<file path="src/rtl/msicap_pkg.sv">
package msicap_pkg;

  localparam logic [7:0] MSI_CAP_ID = 8'h05;

  typedef struct packed {
    logic       en;
    logic [2:0] qsize;
  } msicap_ctrl_t;

  // Capability length in bytes for the chosen layout
  function automatic int cap_len(input bit a64, input bit pvm);
    case ({pvm, a64})
      2'b11:   return 24;
      2'b10:   return 20;
      2'b01:   return 14;
      default: return 10;
    endcase
  endfunction

  // Dword index (relative to base) of the layout-dependent registers
  function automatic int data_dw(input bit a64);
    return a64 ? 3 : 2;
  endfunction

  function automatic int mask_dw(input bit a64);
    return a64 ? 4 : 3;
  endfunction

  function automatic int pend_dw(input bit a64);
    return a64 ? 5 : 4;
  endfunction

endpackage

</file>
<file path="src/rtl/msicap_ctrl.sv">
module msicap_ctrl
  import msicap_pkg::*;
#(
  parameter int CAP_LOG2 = 5
) (
  input  logic       clk,
  input  logic       rst_n,
  input  logic       wr,
  input  logic [7:0] wbyte,
  input  logic       intx_req,
  output logic       en,
  output logic [2:0] qsize,
  output logic       intx_out
);

  localparam logic [2:0] CAP3 = 3'(CAP_LOG2);

  msicap_ctrl_t st_q;
  logic [2:0]   req_q;
  logic [2:0]   clamp_q;

  always_comb begin
    req_q   = wbyte[6:4];
    clamp_q = (req_q > CAP3) ? CAP3 : req_q;
  end

  always_ff @(posedge clk or negedge rst_n) begin
    if (!rst_n) begin
      st_q <= '0;
    end else if (wr) begin
      st_q.en    <= wbyte[0];
      st_q.qsize <= clamp_q;
    end
  end

  assign en       = st_q.en;
  assign qsize    = st_q.qsize;
  assign intx_out = intx_req & ~st_q.en;

endmodule

</file>
<file path="src/rtl/msicap_msgregs.sv">
module msicap_msgregs #(
  parameter bit ADDR64 = 1'b1
) (
  input  logic        clk,
  input  logic        rst_n,
  input  logic [3:0]  alo_we,
  input  logic [3:0]  ahi_we,
  input  logic [1:0]  dat_we,
  input  logic [31:0] wdata,
  output logic [31:0] alo,
  output logic [31:0] ahi,
  output logic [15:0] data
);

  logic [31:0] alo_q;
  logic [31:0] alo_wd;
  logic [15:0] dat_q;

  assign alo_wd = wdata & 32'hFFFF_FFFC;

  always_ff @(posedge clk or negedge rst_n) begin
    if (!rst_n) begin
      alo_q <= '0;
      dat_q <= '0;
    end else begin
      for (int b = 0; b < 4; b++) begin
        if (alo_we[b]) alo_q[8*b +: 8] <= alo_wd[8*b +: 8];
      end
      for (int b = 0; b < 2; b++) begin
        if (dat_we[b]) dat_q[8*b +: 8] <= wdata[8*b +: 8];
      end
    end
  end

  generate
    if (ADDR64) begin : g_hi
      logic [31:0] ahi_q;
      always_ff @(posedge clk or negedge rst_n) begin
        if (!rst_n) begin
          ahi_q <= '0;
        end else begin
          for (int b = 0; b < 4; b++) begin
            if (ahi_we[b]) ahi_q[8*b +: 8] <= wdata[8*b +: 8];
          end
        end
      end
      assign ahi = ahi_q;
    end else begin : g_nohi
      assign ahi = '0;
    end
  endgenerate

  assign alo  = alo_q;
  assign data = dat_q;

endmodule

</file>
<file path="src/rtl/msicap_vecmask.sv">
module msicap_vecmask #(
  parameter int NVEC = 32,
  parameter bit PVM  = 1'b1
) (
  input  logic            clk,
  input  logic            rst_n,
  input  logic [3:0]      mask_we,
  input  logic [31:0]     wdata,
  input  logic [NVEC-1:0] pend_set,
  input  logic [NVEC-1:0] pend_clr,
  output logic [NVEC-1:0] mask_o,
  output logic [NVEC-1:0] pend_o
);

  generate
    if (PVM) begin : g_mask
      logic [NVEC-1:0] mask_q;
      logic [NVEC-1:0] pend_q;
      always_ff @(posedge clk or negedge rst_n) begin
        if (!rst_n) begin
          mask_q <= '0;
          pend_q <= '0;
        end else begin
          for (int v = 0; v < NVEC; v++) begin
            if (mask_we[v/8]) mask_q[v] <= wdata[v];
            pend_q[v] <= (pend_q[v] & ~pend_clr[v]) | pend_set[v];
          end
        end
      end
      assign mask_o = mask_q;
      assign pend_o = pend_q;
    end else begin : g_nomask
      assign mask_o = '0;
      assign pend_o = '0;
    end
  endgenerate

endmodule

</file>
<file path="src/rtl/msicap_regfile.sv">
module msicap_regfile
  import msicap_pkg::*;
#(
  parameter int         CAP_BASE     = 8'h50,
  parameter logic [7:0] NEXT_PTR     = 8'h00,
  parameter int         VEC_LOG2_CAP = 5,
  parameter bit         ADDR64       = 1'b1,
  parameter bit         PER_VEC_MASK = 1'b1,
  localparam int        NVEC         = 1 << VEC_LOG2_CAP
) (
  input  logic            clk,
  input  logic            rst_n,
  input  logic            cfg_we,
  input  logic [5:0]      cfg_dw_addr,
  input  logic [3:0]      cfg_be,
  input  logic [31:0]     cfg_wdata,
  output logic [31:0]     cfg_rdata,
  input  logic            intx_req,
  output logic            intx_out,
  input  logic [NVEC-1:0] pend_set,
  input  logic [NVEC-1:0] pend_clr,
  output logic            msi_en,
  output logic [2:0]      vec_en_log2,
  output logic [63:0]     msg_addr,
  output logic [15:0]     msg_data,
  output logic [NVEC-1:0] vec_mask,
  output logic [NVEC-1:0] vec_pend
);

  localparam int         LEN     = cap_len(ADDR64, PER_VEC_MASK);
  localparam logic [5:0] BASE_DW = 6'(CAP_BASE / 4);
  localparam logic [5:0] DAT_DW  = 6'(data_dw(ADDR64));
  localparam logic [5:0] MSK_DW  = 6'(mask_dw(ADDR64));
  localparam logic [5:0] PND_DW  = 6'(pend_dw(ADDR64));

  logic        hit_base;
  logic [5:0]  rel_dw;
  logic [3:0]  lane_in;
  logic [3:0]  lane_we;
  logic [31:0] alo, ahi;
  logic [15:0] ctrl16;
  logic [31:0] rd_dw;

  assign hit_base = (cfg_dw_addr >= BASE_DW);
  assign rel_dw   = cfg_dw_addr - BASE_DW;

  generate
    for (genvar i = 0; i < 4; i++) begin : g_lane
      assign lane_in[i] = hit_base && ((int'(rel_dw) * 4 + i) < LEN);
    end
  endgenerate

  assign lane_we = {4{cfg_we}} & cfg_be & lane_in;

  msicap_ctrl #(.CAP_LOG2(VEC_LOG2_CAP)) u_ctrl (
    .clk      (clk),
    .rst_n    (rst_n),
    .wr       (lane_we[2] && rel_dw == 6'd0),
    .wbyte    (cfg_wdata[23:16]),
    .intx_req (intx_req),
    .en       (msi_en),
    .qsize    (vec_en_log2),
    .intx_out (intx_out)
  );

  msicap_msgregs #(.ADDR64(ADDR64)) u_msg (
    .clk    (clk),
    .rst_n  (rst_n),
    .alo_we (lane_we & {4{rel_dw == 6'd1}}),
    .ahi_we (lane_we & {4{ADDR64 && rel_dw == 6'd2}}),
    .dat_we (lane_we[1:0] & {2{rel_dw == DAT_DW}}),
    .wdata  (cfg_wdata),
    .alo    (alo),
    .ahi    (ahi),
    .data   (msg_data)
  );

  msicap_vecmask #(.NVEC(NVEC), .PVM(PER_VEC_MASK)) u_vec (
    .clk      (clk),
    .rst_n    (rst_n),
    .mask_we  (lane_we & {4{PER_VEC_MASK && rel_dw == MSK_DW}}),
    .wdata    (cfg_wdata),
    .pend_set (pend_set),
    .pend_clr (pend_clr),
    .mask_o   (vec_mask),
    .pend_o   (vec_pend)
  );

  assign msg_addr = {ahi, alo};
  assign ctrl16   = {7'b0, PER_VEC_MASK, ADDR64, vec_en_log2,
                     3'(VEC_LOG2_CAP), msi_en};

  always_comb begin
    rd_dw = '0;
    if (rel_dw == 6'd0)                           rd_dw = {ctrl16, NEXT_PTR, MSI_CAP_ID};
    else if (rel_dw == 6'd1)                      rd_dw = alo;
    else if (ADDR64 && rel_dw == 6'd2)            rd_dw = ahi;
    else if (rel_dw == DAT_DW)                    rd_dw = {16'h0, msg_data};
    else if (PER_VEC_MASK && rel_dw == MSK_DW)    rd_dw = 32'(vec_mask);
    else if (PER_VEC_MASK && rel_dw == PND_DW)    rd_dw = 32'(vec_pend);
    for (int i = 0; i < 4; i++) begin
      cfg_rdata[8*i +: 8] = lane_in[i] ? rd_dw[8*i +: 8] : 8'h00;
    end
  end

endmodule

</file>
<file path="config.mk">
export PLATFORM = sky130hd
export DESIGN_NAME = msicap_regfile
export DESIGN_NICKNAME = d
export VERILOG_FILES = /design/src/rtl/msicap_pkg.sv /design/src/rtl/msicap_ctrl.sv /design/src/rtl/msicap_msgregs.sv /design/src/rtl/msicap_vecmask.sv /design/src/rtl/msicap_regfile.sv
export SDC_FILE = /design/constraint.sdc
export NUM_CORES = 1
export LEC_CHECK = 0
export BUFFER_PORTS_ARGS = -buffer_cell sky130_fd_sc_hd__buf_2
export CAP_MARGIN = 20
export CORE_MARGIN = 2
export CORE_UTILIZATION = 39
export CTS_CLUSTER_DIAMETER = 80
export DETAILED_ROUTE_END_ITERATION = 16
export HOLD_SLACK_MARGIN = 0.08
export PLACE_DENSITY = 0.64
export SLEW_MARGIN = 10
export SYNTH_ARGS = -nofsm -noshare
export SYNTH_HDL_FRONTEND = slang
export SYNTH_SLANG_ARGS = --single-unit
</file>
<file path="constraint.sdc">
create_clock -name clk -period 2.7 [get_ports clk]
set_clock_uncertainty 0.1 [all_clocks]
set_input_delay 0.27 -clock clk [delete_from_list [all_inputs] [get_ports clk]]
set_output_delay 0.27 -clock clk [all_outputs]
set_load 0.02 [all_outputs]
</file>
==> results.md, run 1 <==
- Status: complete, no violations
- WS Path Type: in -> out
- CP endpoint kind: output pin
- Iteration count of the initial detailed-routing pass: 4
- Iteration-0 DRC Markers: roughly 310
- DRC Markers: 0
- Worst setup margin: 111.3 ps
- Ranking of synthesized cells by area: dfrtp_1, mux2_2, mux2i_1
- Maximum vdd ir drop: about 0.43 mV
- Routed wire length: 24290 um
- Number of synthesized flops with an enable pin: 0
- CTS buffer count: 17
- Post-Synthesis Cell Area: 7151 um^2
- CP required: around 2300 ps
- Clk Latency, worst-skew pair: just over 400 ps
- Largest net degree at the start of global routing: about 70
- Proportion of layout cells with a drive suffix above 1: 0.5263
- FF-to-FF path depth: 2
- Via count: between 6000 and 7000
- Hold crit path type: in -> async
- Vias/cell: ~5.2
- Worst reg-to-reg setup slack: 1330 ps
- IO Port Bufs: 288
- Area leader, netlist: dfrtp_1
- Die Height: approximately 140 um
- Final Cycle Share: 0.9588
- GRT busiest layer: met2
- Fin. Hold Viols: 0
- Cells after synthesis: 589
- CTS tree: built
- Worst slew pin tran: around 510 ps
- Max-slew headroom: 0.6595
- Post-synthesis to final-layout area growth: 57.79%
- Vias in the first global route: a little under 7000
- Clk sink count: 146
- Final GP Congestion: a little over 0.8
- CTS root buffer: clkbuf_16
- Place WS: -188.7 ps
- Tmin final: roughly 2600 ps
- Die area: around 19000 um^2
- Post-synth top area share: 0.5109
- Die width: ~140 um
- Post-synth ARST share: 1.000
- Total core area: 17960 um^2
- Power Dens Cells: approximately 500 nW/um^2
- Sequential area share after synthesis: 0.5109
- Hpwl dp: 16660 um
- Max cap viols: 0
- Data arrival time of the critical path: ~2200 ps
- Nets: around 1100
- Pwr Total: ~5.7 mW
- Critical R2R Launch: u_vec.pend_o[0]
- Final Max Tran Viols: 0
- DRT antenna net count: 0
- GR Util met1: 0.3197
- Most frequent cell after synthesis: dfrtp_1
- Drt wl/cell: 19.30 um
- Startpoint types: input port
- Synth cell types: 47
- Placed Area: around 9600 um^2
- Met2 Track Usage GR: 0.4260
- Initial Utilization: 0.3981
- Fillers: 1444
- Max Root-Sink Buffers: 2
- Number of I/O pins: just under 300
- Ys Warns: 0
- Pleak: 5.815 nW
- Post-synth top cells: dfrtp_1, mux2_2, inv_1, a21o_1, nand2_1
- Clock Pin Slew Worst Setup and Hold Paths: 60 ps
- Post-route cell area: around 11000 um^2
- Antenna violations before repair: 2
- First-pass GRT wire length: between 30000 and 40000 um
- Gr usage total: 0.2511
- Syn_area_per_cell: about 12 um^2
- Main synth FF type: dfrtp_1
- Crit path max fanout: 8
- Remaining global-route overflow: 0
- Final setup vio count: 0
- FF+latch count, synth: roughly 150
- Reg2reg end: u_vec.pend_o[0]
- H-tree Lvls: 4
- Rows: just under 50
- Fmax: around 0.39 GHz
- Met3 Use GR: 0.04990
-- flip-flops by register name, indices dropped and copies added (netlist names) --
signal        flops
u_ctrl.qsize      3
u_msg.ahi        32
u_vec.mask_o     32
u_msg.data       16
u_msg.alo        30
u_vec.pend_o     32
u_ctrl.en         1
-- layout by cell type (no fill, tap or decap), drive strengths merged, types with 18 or more instances in the layout --
cell type / instances
nor2: 23
dlygate4sd3: 97
a21o: 33
buf: 341
a21oi: 27
inv: 41
mux2i: 28
clkbuf: 18
nand2: 30
dfrtp: 146
a211oi: 24
mux2: 122
-- metrics by stage --
step | TNS, ps | util | cells | hold slack [ps]
global route | -16.47 | 0.6280 | 1258 | 310.1
CTS | -0.03575 | 0.6245 | 1256 | 284.1
floorplan | 0 | - | 590 | -125.6
detailed placement | -3842 | 0.5350 | 1128 | 161.8
finish | 0 | 0.6281 | 1259 | 284.0
global placement | -4205 | 0.5335 | 1127 | 159.8
-- where the power goes --
| group | total (mW) | switching, mW | internal, mW |
|---|---|---|---|
| clock | 2.39 | 0.921 | 1.47 |
| sequential | 2.39 | 0.0917 | 2.30 |
| combinational | 0.963 | 0.527 | 0.436 |
-- per-layer routing --
metal  wire [um]  share of wire
met4         519          0.021
met5           0              0
met1       10440           0.43
met2       11920           0.49
met3        1419          0.058
-- timing repair --
action,CTS,global route
endpoints found under the hold margin,197,0
endpoints found under the setup margin,32,31
cloned,0,0
pin swaps,1,4
hold buffers,97,0
gates resized for setup,8,12
setup buffers,0,1
-- cell type report --
cell class                 count  area (um^2)  area share
tap                          229        286.5     0.02539
clock buffer                  18        439.2     0.03892
multi-input combinational    374         3532      0.3130
inverter                      39        148.9     0.01320
antenna                        2        5.005   0.0004436
clock inverter                13        158.9     0.01408
timing repair buffer         438         3059      0.2711
sequential                   146         3654      0.3238
-- cells by family (layout without fill, tap and decap cells) --
logic type | count (synthesis) | count (layout) | synth area share
adder cells (fa/ha/maj) | 3 | 3 | 0.005250
flip-flops | 146 | 146 | 0.5109
AO/OA/AOI/OAI | 132 | 132 | 0.1368
multiplexers | 150 | 150 | 0.2313
AND/OR/NAND/NOR | 87 | 87 | 0.07577
buffers and inverters | 70 | 508 | 0.03937
other | 1 | 4 | 0.0005244
-- critical path, stage by stage --
cell      delay, ps
buf_2           100
inv_2            50
ha_4            160
nand2b_1        160
or3_4           410
buf_4           160
a211oi_2        200
buf_4           200
a221oi_1        100
a211oi_2        210
buf_2           190
-- worst max-delay path by stage --
| stage | from | end | slack [ps] | cells past startpoint |
|---|---|---|---|---|
| 5_1_grt | cfg_dw_addr[3] | cfg_rdata[2] | -20 | 11 |
| 2_1_floorplan | cfg_dw_addr[2] | cfg_rdata[2] | 20 | 9 |
| 6_report | cfg_dw_addr[3] | cfg_rdata[26] | 110 | 11 |
| 4_1_cts | cfg_dw_addr[2] | cfg_rdata[16] | -0.04 | 10 |
| 3_5_place_dp | cfg_dw_addr[2] | cfg_rdata[24] | -190 | 11 |
| 3_3_place_gp | cfg_dw_addr[2] | cfg_rdata[16] | -170 | 9 |
No activity file was read; power rests on OpenSTA's default activity.
==> run 2, diff against run 1 <==
- PLACE_DENSITY: 0.64 -> 0.67
==> results.md, run 2 (same netlist as run 1, synthesis figures left out) <==
- Sequential cell area: 3654 um^2 (unchanged)
- Crit path cell chain: buf_2 > clkinv_2 > ha_4 > nand2b_1 > or3_4 > a21boi_2 > buf_4 > a21oi_1 > a2111oi_4 > buf_4 (was buf_2 > inv_2 > ha_4 > nand2b_1 > or3_4 > buf_4 > a211oi_2 > buf_4 > a221oi_1 > a211oi_2 > buf_2)
- Most frequent cells in the layout: buf_2, dfrtp_1, mux2_2 (unchanged)
- Iteration-0 DRC Markers: 249 (was 311)
- Maximum vdd ir drop: 0.4379 mV (was 0.4283 mV)
- Max-slew headroom: 0.6315 (was 0.6595)
- Routed wire length: 24480 um (was 24290 um)
- Fillers: 1426 (was 1444)
- Pwr Total: 5.587 mW (was 5.748 mW)
- Worst reg-to-reg setup slack: 1350 ps (was 1330 ps)
- Via count: 6637 (was 6511)
- Hold crit path type: in -> reg (was in -> async)
- Internal: 4.066 mW (was 4.208 mW)
- Gr usage total: 0.2514 (was 0.2511)
- Hpwl dp: 16840 um (was 16660 um)
- Clk sink count: 146 (unchanged)
- Startpoint types: input port (unchanged)
- RSZ-0062 raised after global routing: true
- Antenna violations before repair: 1 (was 2)
- Worst path depth: 10 (was 11)
- Final GP Congestion: 0.8465 (was 0.8181)
- Sequential share of power: 0.428 (was 0.416)
- Combinational group share of total power: 0.173 (was 0.168)
- Clock Power Share: 0.399 (was 0.416)
- H-tree Lvls: 4 (unchanged)
- DRT antenna net count: 0 (unchanged)
- Pleak: 5.834 nW (was 5.815 nW)
- Worst setup path end: cfg_rdata[20] (was cfg_rdata[26])
- Rows: 49 (unchanged)
- Multi-input logic area: 3542 um^2 (was 3532 um^2)
- Nets: 1139 (was 1129)
- Largest net degree at the start of global routing: 61 (was 72)
- Switching portion of total power: 0.2722 (was 0.2679)
- CTS tree: built (unchanged)
- Largest stage delay, worst path: 420 ps (was 410 ps)
- Final Max Tran Viols: 0 (unchanged)
- Vias in the first global route: 6967 (was 6842)
- Max Root-Sink Buffers: 2 (unchanged)
- CTS buffer count: 17 (unchanged)
- Die width: 139.4 um (unchanged)
- Iteration count of the initial detailed-routing pass: 4 (unchanged)
- Post-synthesis to final-layout area growth: 57.85% (was 57.79%)
- Status: complete, no violations (unchanged)
- TNS Setup: 0 ps (unchanged)
- Number of I/O pins: 291 (unchanged)
- Total core area: 17960 um^2 (unchanged)
- FF-to-FF path depth: 2 (unchanged)
- Reg2reg end: u_vec.pend_o[19] (was u_vec.pend_o[0])
- IO Port Bufs: 288 (unchanged)
- Clk Latency, worst-skew pair: 420 ps (was 410 ps)
- Switch Pwr: 1.521 mW (was 1.540 mW)
- DRC Markers: 0 (unchanged)
- Crit path max fanout: 7 (was 8)
- CP bufs+invs: 4 (was 5)
- Initial Utilization: 0.3981 (unchanged)
- Clock Pin Slew Worst Setup and Hold Paths: 60 ps (about the same)
- Remaining global-route overflow: 0 (unchanged)
- Power Dens Cells: 495.0 nW/um^2 (was 509.4 nW/um^2)
- Fin. Hold Viols: 0 (unchanged)
- Die area: 19430 um^2 (unchanged)
- Final Cycle Share: 0.9794 (was 0.9588)
- Die Height: 139.4 um (unchanged)
- Final setup vio count: 0 (unchanged)
- Drt wl/cell: 19.32 um (was 19.30 um)
- First-pass GRT wire length: 38120 um (was 38140 um)
- CP top delay family: compound AO/OA/AOI/OAI gates (was buffers and inverters)
- Fmax: 0.3782 GHz (was 0.3863 GHz)
- CP endpoint kind: output pin (unchanged)
- Ant diodes: 0 (was 2)
- CTS root buffer: clkbuf_16 (unchanged)
- Data arrival time of the critical path: 2270 ps (was 2220 ps)
- Worst slew pin tran: 552.8 ps (was 510.8 ps)
- Max cap viols: 0 (unchanged)
- Crit-path most repeated cell: buf_4
- Origin of the worst setup path: cfg_dw_addr[2] (was cfg_dw_addr[3])
- WS Path Type: in -> out (unchanged)
- Critical R2R Launch: u_vec.pend_o[19] (was u_vec.pend_o[0])
- Vias/cell: 5.238 (was 5.172)
- CP required: 2330 ps (about the same)
- CP max stage cell: or3_4 (unchanged)
- Proportion of layout cells with a drive suffix above 1: 0.5299 (was 0.5263)
- Tmin final: 2644 ps (was 2589 ps)
- Commonest non-fill, non-tap cell in the layout: buf_2 (unchanged)
run 2: worst min path at each step:
stage,start,endpoint,slack [ps],depth (start not counted)
floorplan,rst_n,u_ctrl.en,-130,0
CTS,cfg_be[1],u_vec.mask_o[15],240,4
global route,cfg_be[1],u_vec.mask_o[15],260,4
detailed placement,rst_n,u_vec.pend_o[5],180,1
global placement,rst_n,u_vec.pend_o[5],180,1
finish,cfg_be[1],u_vec.mask_o[15],260,4
run 2: layer usage:
metal	global-route usage	routed length (um)	up-vias
li1	-	-	3030
met1	0.3157	10230	3278
met2	0.4321	12080	293
met3	0.06056	1687	34
met4	0.07337	465	2
met5	0	13	-
run 2: timing repair:
item                                    4_1_cts  5_1_grt
buffers inserted                              6        0
hold buffers                                 97        0
pin swaps                                     1        5
endpoints found under the hold margin       199        0
endpoints found under the setup margin       18       30
gates resized for setup                       4       25
run 2: power groups by stage:
stage,combinational (mW),sequential (mW),clock [mW]
5_1_grt,1.03,2.41,2.37
4_1_cts,0.953,2.39,2.28
3_3_place_gp,0.815,2.43,0
2_1_floorplan,0.299,2.55,0
3_5_place_dp,0.826,2.43,0
6_report,0.964,2.39,2.23
run 2: tightest hold or removal path, cell delays in order:
cell	delay (ps)
buf_2	120
nand3_2	90
buf_12	140
mux2_1	130
run 2: final cells by class:
cell class | instances | area share
clock buffers | 22 | 0.04201
inverters | 39 | 0.01308
flip-flops and latches | 146 | 0.3237
well taps | 229 | 0.02539
repair buffers | 448 | 0.2747
clock inverters | 9 | 0.007316
multi-input cells | 374 | 0.3138
run 2: through the flow:
stage	instance area [um^2]	util	worst slack, ps	hold slack, ps	instances
5_1_grt	11290	0.6283	-24.08	255.5	1267
3_5_place_dp	9578	0.5332	-99.07	180.6	1133
2_1_floorplan	7402	-	16.97	-125.6	590
6_report	11290	0.6283	55.61	262.8	1267
4_1_cts	11190	0.6231	10.87	244.7	1267
3_3_place_gp	9578	0.5332	-92.33	176.8	1133
